===== src/rtl/core_rst_ctl.sv =====
module core_rst_ctl #(
  parameter int DATA_W = 32,
  parameter int NCORES = 4,
  parameter logic [DATA_W-1:0] RST_VALUE = 32'h0000_3d0f,
  parameter logic [DATA_W-1:0] RSVD_MASK = 32'h0000_c2f0
) (
  input  logic              clk,
  input  logic              rst_n,
  input  logic              wr_en,
  input  logic [DATA_W-1:0] wr_data,
  output logic [DATA_W-1:0] rd_data,
  output logic [NCORES-1:0] core_off,
  output logic [NCORES-1:0] core_start
);

  localparam logic [DATA_W-1:0] KEEP = RST_VALUE & RSVD_MASK;

  logic [DATA_W-1:0] ctl_q;
  logic [DATA_W-1:0] next_val;
  logic [NCORES-1:0] old_bits, new_bits, flip;

  assign next_val = (wr_data & ~RSVD_MASK) | KEEP;
  assign old_bits = ctl_q[NCORES-1:0];
  assign new_bits = next_val[NCORES-1:0];
  assign flip     = old_bits ^ new_bits;
  assign rd_data  = ctl_q;

  always_ff @(posedge clk or negedge rst_n) begin
    if (!rst_n) begin
      ctl_q      <= RST_VALUE;
      core_off   <= RST_VALUE[NCORES-1:0];
      core_start <= '0;
    end else begin
      core_start <= wr_en ? (flip & ~new_bits) : '0;
      if (wr_en) begin
        ctl_q    <= next_val;
        core_off <= (core_off & ~flip) | (flip & new_bits);
      end
    end
  end

  AST_RSVD_HELD: assert property (@(posedge clk) disable iff (!rst_n)
    (rd_data & RSVD_MASK) == KEEP);

  AST_IDLE_HOLD: assert property (@(posedge clk) disable iff (!rst_n)
    !wr_en |=> $stable(core_off) && core_start == '0);

  for (genvar i = 0; i < NCORES; i++) begin : g_chk
    AST_OFF_FROM_WRITE: assert property (@(posedge clk) disable iff (!rst_n)
      $rose(core_off[i]) |-> $past(wr_en) && $past(wr_data[i]));

    AST_START_FROM_CLEAR: assert property (@(posedge clk) disable iff (!rst_n)
      core_start[i] |-> $past(wr_en) && $past(rd_data[i]) && !rd_data[i]);

    AST_START_NOT_OFF: assert property (@(posedge clk) disable iff (!rst_n)
      core_start[i] |-> !core_off[i]);

    AST_START_ONE_CYCLE: assert property (@(posedge clk) disable iff (!rst_n)
      core_start[i] && !wr_en |=> !core_start[i]);
  end

endmodule


===== config.mk =====
export PLATFORM = sky130hd
export DESIGN_NAME = core_rst_ctl
export DESIGN_NICKNAME = d
export VERILOG_FILES = /design/src/rtl/core_rst_ctl.sv
export SDC_FILE = /design/constraint.sdc
export NUM_CORES = 1
export LEC_CHECK = 0
export BUFFER_PORTS_ARGS = -buffer_cell sky130_fd_sc_hd__buf_2
export CAP_MARGIN = 25
export CORE_ASPECT_RATIO = 2
export CORE_UTILIZATION = 44
export DETAILED_ROUTE_END_ITERATION = 8
export GPL_ROUTABILITY_DRIVEN = 0
export GPL_TIMING_DRIVEN = 0
export PLACE_DENSITY = 0.76
export SLEW_MARGIN = 20
export SYNTH_ARGS = -nofsm -noshare
export SYNTH_HDL_FRONTEND = slang
export SYNTH_SLANG_ARGS = --single-unit

===== constraint.sdc =====
create_clock -name clk -period 1.4 [get_ports clk]
set_clock_uncertainty 0.05 [all_clocks]
set_input_delay 0 -clock clk [delete_from_list [all_inputs] [get_ports clk]]
set_output_delay 0 -clock clk [all_outputs]
set_load 0.02 [all_outputs]

== Word level (Yosys, flattened, before mapping) ==
Index checks and enable logic that the tools add are counted.
Operators by class
  add/subtract/negate cells: 0
  multiply operators: 0
  div/mod/pow operators: 0
  $lt $le $gt $ge: 0
  eq/ne operators: 0
  shift operators: 0
  mux-type cells: 1
  bitwise operators: 7
  reductions and logical operators: 0
Operators by type and width (number)
  $and A4 B4 Y4: 3
  $not A4 Y4: 2
  $mux W4: 1
  $or A4 B4 Y4: 1
  $xor A4 B4 Y4: 1
Storage, ports and cells
  flip-flop bits (word level): 33
  latch bits: 0
  memory bits (writable): 0
  ROM bits: 0
  input bits: 35
  output and inout bits: 40
  word-level logic and storage cells: 11
  memories: 0

== Logic depth before layout (Yosys ltp) ==
Gate-level depths: netlist (run 1).
  word-level depth: 4
  gate-level depth with buffers: 4
  depth with buffers taken out: 4

== Worst setup path before layout (run 1) ==
No wires, ideal clock.
  path kind: reg-to-reg
  start: reg ctl_q[3] (netlist: rd_data[3])
  end: reg (tool-made name)
  setup time: 0.082 ns
  arrival: 1.203 ns
  required time: 1.268 ns
  setup slack: 0.065 ns
  cell stages (with the launch flop): 4
  cell sequence: dfstp_2 ha_1 nand2b_1 mux2_2
RTL lines
  from (decl): RTL line 18  | logic [DATA_W-1:0] ctl_q;
  from (signal assigned): RTL line 36  | ctl_q <= next_val;

==> run_results.csv, run 1 <==
group,metric,value,unit
status,status,"finished, final reports clean",
global_route,grt_pass1_wl,4.52,mm
yosys,yosysWarnings,0,
power,internal_power,1.78,mW
sta,min_period,1.29,ns
detailed_routing,vias,990,
power,pwr-share-clk,0.291,
power,power.density,1150,nW/um^2
critical_path,cp_num_buf_inv,0,
layout,area_growth,50.7,%
power,sw_frac_of_total,0.269,
power,power.switching,0.657,mW
yosys,synth_top_area_cell,"dfrtp_1",
critical_path,required,1.56,ns
layout,antenna_cells,0,
sta,tightest_slew,0.701,ns
power,seqPwrFrac,0.473,
global_route,grt_start_max_net_pins,34,
clock_network,cts_max_path_buffers,2,
layout,num-fill-cells,229,
global_route,grt-ovfl-total,0,
place,io_buffers,60,
job,cap_violations,0,
power,combPwrFrac,0.236,
clock_network,clock_latency,0.28,ns
yosys,avgSynthCellArea,15.7,um^2
floorplan,ios,75,
yosys,synth_seq_area_share,0.601,
power,leakagePower,1.07,nW
critical_path,worst-r2r-cell-count,3,
clock_network,clk_pin_slew,0.06,ns
sta,rsz0062_at_grt,"false",
sta,timing.hold.ws,0.0726,ns
global_route,antenna_found_initial,0,
floorplan,fp.dieH,81.8,um
critical_path,critPathLaunch,"rd_data[2]",
floorplan,core_area,2980,um^2
power,vdd_drop_max,0.891,mV
detailed_routing,wirelength,2.81,mm
floorplan,dieArea,3430,um^2
detailed_routing,ant_nets,0,
sta,relSlewSlack,0.533,
floorplan,initial_core_util,0.471,
sta,setup_viol_count_final,0,
yosys,yosysTopAreaCellShare,0.357,
layout,fin_cells,219,
sta,fmax,772,MHz
critical_path,arrival,1.45,ns
clock_network,cts-resized-gates,0,
critical_path,slowest_stage,"dfstp_2",
sta,period_share,0.925,
critical_path,path_cells,"ha_1 > nand2b_1 > mux2_2",
critical_path,worstPathMaxFanout,3,
clock_network,root_buffer,"clkbuf_8",
detailed_routing,routed_via_density,4.52,
clock_network,cts_buffers,5,
sta,slew_violations,0,
critical_path,max_stage_delay,0.55,ns
clock_network,cts_sinks,33,
yosys,synthTopCellsByArea,"dfrtp_1 (36%), dfstp_2 (24%), mux2_2 (18%)",
detailed_routing,wl_per_cell,12.8,um
yosys,synth_area,1400,um^2
critical_path,rrSetupSlack,0.11,ns
detailed_routing,drt-initial-drc-count,5,
place,placed_cells,185,
critical_path,crit_type,"reg2reg",
critical_path,r2r-start,"rd_data[2]",
yosys,synth_cells,89,
layout,drive_gt1_frac,0.624,
critical_path,critPathLaunchType,"register",
detailed_routing,first_pass_iters,2,
critical_path,endpoint_kind,"register",
critical_path,cp.depth,3,
detailed_routing,drc,0,
global_route,grt_pass1_vias,1049,
global_route,grt_use_total,0.180,
layout,finish.net_count,227,
critical_path,critPathTopFamily,"flip-flops",
floorplan,fp.dieW,41.9,um
yosys,synth_seq_cells,33,
sta,finalHoldViolations,0,
yosys,synth_cell_type_count,12,
sta,fin_tns_setup,0,ns
clock_network,cts_tree,"yes",
clock_network,cts_max_level,2,
worst_hold_path,hold_path_class,"in2reg",
floorplan,rows,28,
-- cells in the mapped netlist --
cell	number
buf_4	8
inv_1	4
conb_1	1
mux2_4	6
nand2b_1	4
buf_6	1
mux2_2	23
dfrtp_1	20
ha_1	4
and2_1	4
dfstp_2	13
buf_12	1
-- through the flow --
step | setup WS (ns) | total power, mW | area (um^2) | utilization
detailed placement | 0.110 | 1.69 | 1760 | 0.592
finish | 0.105 | 2.44 | 2110 | 0.709
global placement | 0.129 | 1.67 | 1760 | 0.592
floorplan | 0.0652 | 1.50 | 1420 | -
global route | 0.0658 | 2.56 | 2110 | 0.709
CTS | 0.101 | 2.47 | 2110 | 0.709
-- how the worst min path moves through the flow --
| stage | startpoint | end | slack, ns | cells past startpoint |
|---|---|---|---|---|
| 4_1_cts | wr_en | register | 0.07 | 3 |
| 3_5_place_dp | rst_n | rd_data[22] | 0.04 | 1 |
| 2_1_floorplan | rst_n | core_start[0] | -0.35 | 0 |
| 6_report | wr_en | register | 0.07 | 3 |
| 5_1_grt | wr_en | register | 0.09 | 3 |
| 3_3_place_gp | rst_n | rd_data[22] | 0.02 | 1 |
-- cell usage in the layout, fill, tap and decap left out, drive strengths merged --
cell,instances
dfstp,13
buf,70
mux2,29
dlygate4sd3,26
and2,4
dfrtp,20
inv,4
nand2b,4
clkbuf,8
ha,4
conb,7
-- worst reg2reg max path, stage by stage, from the launching register on --
cell	delay (ns)
dfstp_2	0.55
ha_1	0.22
nand2b_1	0.14
mux2_2	0.26
-- per-layer routing --
metal | global-route usage | vias up | share of wire | wire, um
met5 | 0 | - | 0 | 0
met4 | 0.106 | 0 | 0.026 | 72
met2 | 0.322 | 39 | 0.55 | 1550
met1 | 0.184 | 467 | 0.37 | 1040
li1 | - | 477 | - | -
met3 | 0.0462 | 7 | 0.052 | 147
-- what timing repair did --
item | in CTS | in global routing
setup buffers | 0 | 0
setup endpoints to repair | 0 | 0
endpoints found under the hold margin | 49 | 0
hold buffers | 26 | 0
-- area by class of cell --
type / instances / area [um^2] / share of cell area
Clock buffer: 8 / 90.1 / 0.0427
Buffer: 10 / 91.3 / 0.0432
Tap cell: 30 / 37.5 / 0.0178
Timing Repair Buffer: 86 / 561 / 0.265
Inverter: 4 / 15.0 / 0.00711
Sequential cell: 33 / 842 / 0.399
Multi-Input combinational cell: 48 / 475 / 0.225
-- kinds of logic after synthesis --
| logic type | after synthesis | synth area share |
|---|---|---|
| DFF | 33 | 0.601 |
| and+or+nand+nor | 8 | 0.0357 |
| muxes | 29 | 0.249 |
| buffers and inverters | 14 | 0.0759 |
| adders and majority gates | 4 | 0.0357 |
| other | 1 | 0.00268 |
-- power groups by stage --
stage | clock network (mW) | registers [mW] | logic, mW
global route | 0.768 | 1.17 | 0.620
detailed placement | 0 | 1.17 | 0.524
finish | 0.710 | 1.15 | 0.576
CTS | 0.737 | 1.16 | 0.581
global placement | 0 | 1.16 | 0.510
floorplan | 0 | 1.31 | 0.192
Note: power is estimated with default switching activity, not from simulation.
==> run 2: changes to the inputs <==
--- a/config.mk
+++ b/config.mk
@@ -12,6 +12,7 @@
 export DETAILED_ROUTE_END_ITERATION = 8
 export GPL_ROUTABILITY_DRIVEN = 0
 export GPL_TIMING_DRIVEN = 0
+export MAX_ROUTING_LAYER = met4
 export PLACE_DENSITY = 0.76
 export SLEW_MARGIN = 20
 export SYNTH_ARGS = -nofsm -noshare
==> run_results.csv, run 2 (synthesis gave the netlist of run 1 again) <==
group,metric,value,unit
global_route,grt_pass1_vias,1051,
floorplan,dieArea,3430,um^2
place,io_buffers,60,
power,leakagePower,1.07,nW
sta,min_period,1.29,ns
layout,seq_area,842,um^2
detailed_routing,wl_per_cell,12.8,um
detailed_routing,vias,986,
clock_network,cts_max_path_buffers,2,
layout,final_common_cell,"buf_2",
detailed_routing,wirelength,2.80,mm
sta,rsz0062_at_grt,"false",
detailed_routing,wl_met3,147,um
sta,slew_violations,0,
floorplan,initial_core_util,0.471,
critical_path,slowest_stage,"dfstp_2",
critical_path,cp_num_buf_inv,0,
floorplan,rows,28,
power,seqPwrFrac,0.473,
clock_network,clock_latency,0.28,ns
global_route,grt_use_total,0.185,
floorplan,fp.dieW,41.9,um
power,vdd_drop_max,0.893,mV
layout,num-fill-cells,229,
sta,fin_tns_setup,0,ns
critical_path,critPathLaunchType,"register",
detailed_routing,first_pass_iters,2,
clock_network,cts_sinks,33,
sta,tightest_slew,0.694,ns
critical_path,critPathTopFamily,"flip-flops",
detailed_routing,drc,0,
layout,final_cell_mix,"buf_2 (60), dlygate4sd3_1 (26), mux2_2 (23)",
layout,area_growth,50.7,%
critical_path,max_stage_delay,0.55,ns
clock_network,cts_setup_buffers,0,
global_route,antenna_found_initial,0,
global_route,grt_pass1_wl,4.53,mm
power,pwr-share-clk,0.291,
layout,drive_gt1_frac,0.624,
worst_hold_path,hold_path_class,"in2reg",
layout,fin_cells,219,
power,combPwrFrac,0.236,
sta,setup_viol_count_final,0,
layout,antenna_cells,0,
place,placed_cells,185,
layout,post-route-util,0.709,
sta,finalHoldViolations,0,
critical_path,path_cells,"ha_1 > nand2b_1 > mux2_2",
sta,period_share,0.925,
layout,multi_input_area,475,um^2
clock_network,root_buffer,"clkbuf_8",
critical_path,worstPathMaxFanout,3,
detailed_routing,wl_met2,1.55,mm
power,sw_frac_of_total,0.269,
detailed_routing,routed_via_density,4.50,
clock_network,cts_max_level,2,
power,internal_power,1.78,mW
clock_network,cts_tree,"yes",
floorplan,fp.dieH,81.8,um
sta,fmax,772,MHz
global_route,grt-ovfl-total,0,
power,power.switching,0.658,mW
power,power.density,1160,nW/um^2
critical_path,arrival,1.45,ns
clock_network,clk_pin_slew,0.06,ns
critical_path,crit_type,"reg2reg",
critical_path,required,1.56,ns
critical_path,endpoint_kind,"register",
detailed_routing,wl_met1,1.02,mm
status,status,"finished, final reports clean",
detailed_routing,ant_nets,0,
job,cap_violations,0,
layout,finish.net_count,227,
floorplan,ios,75,
sta,relSlewSlack,0.538,
clock_network,cts_buffers,5,
detailed_routing,highest_layer,"met4",
detailed_routing,drt-initial-drc-count,16,
critical_path,rrSetupSlack,0.11,ns
floorplan,core_area,2980,um^2
global_route,grt_start_max_net_pins,34,
sta,timing.hold.ws,0.0714,ns
[run 2: cell counts in the layout (fill, tap and decap cells not counted)]
Identical to the previous run, type by type.
[run 2: layer usage]
layer  up-vias  global-route usage
li1        477                   -
met1       463               0.182
met2        39               0.325
met3         7              0.0462
met4         0               0.106
met5         -                   -
[run 2: what timing repair did]
item	in CTS	in global routing
hold buffers	26	0
resized for setup	0	0
hold endpoints to repair	49	0
[run 2: final cells by class]
cell class,instances,share of cell area
inverters,4,0.00711
well taps,30,0.0178
flip-flops and latches,33,0.399
plain buffers,10,0.0432
multi-input cells,48,0.225
clock buffers,8,0.0427
repair buffers,86,0.265
[run 2: final timing paths]
kind,from,to,cells after the start
worst min register to register,rd_data[30],rd_data[30],1
min in group asynchronous,rst_n,core_start[0],2
worst max-delay path,rd_data[2],register,3
worst max register to register,rd_data[2],register,3
max in group asynchronous,rst_n,core_start[1],2
worst min-delay path,wr_en,register,3
[run 2: worst min-delay path: stages]
cell,delay (ns)
buf_2,0.14
nand2b_1,0.08
mux2_2,0.14
[run 2: through the flow]
step / power, mW / cell area [um^2] / setup WS (ns)
after floorplan: 1.50 / 1420 / 0.0652
after detailed placement: 1.69 / 1760 / 0.110
after global placement: 1.67 / 1760 / 0.129
final: 2.44 / 2110 / 0.105
after CTS: 2.47 / 2110 / 0.101
after global routing: 2.56 / 2110 / 0.0658
[run 2: power by group through the flow]
stage / sequential [mW] / clock (mW) / combinational [mW]
final: 1.15 / 0.711 / 0.575
after global routing: 1.17 / 0.768 / 0.620
after CTS: 1.16 / 0.737 / 0.581
after detailed placement: 1.17 / 0 / 0.524
after global placement: 1.16 / 0 / 0.510
after floorplan: 1.31 / 0 / 0.192
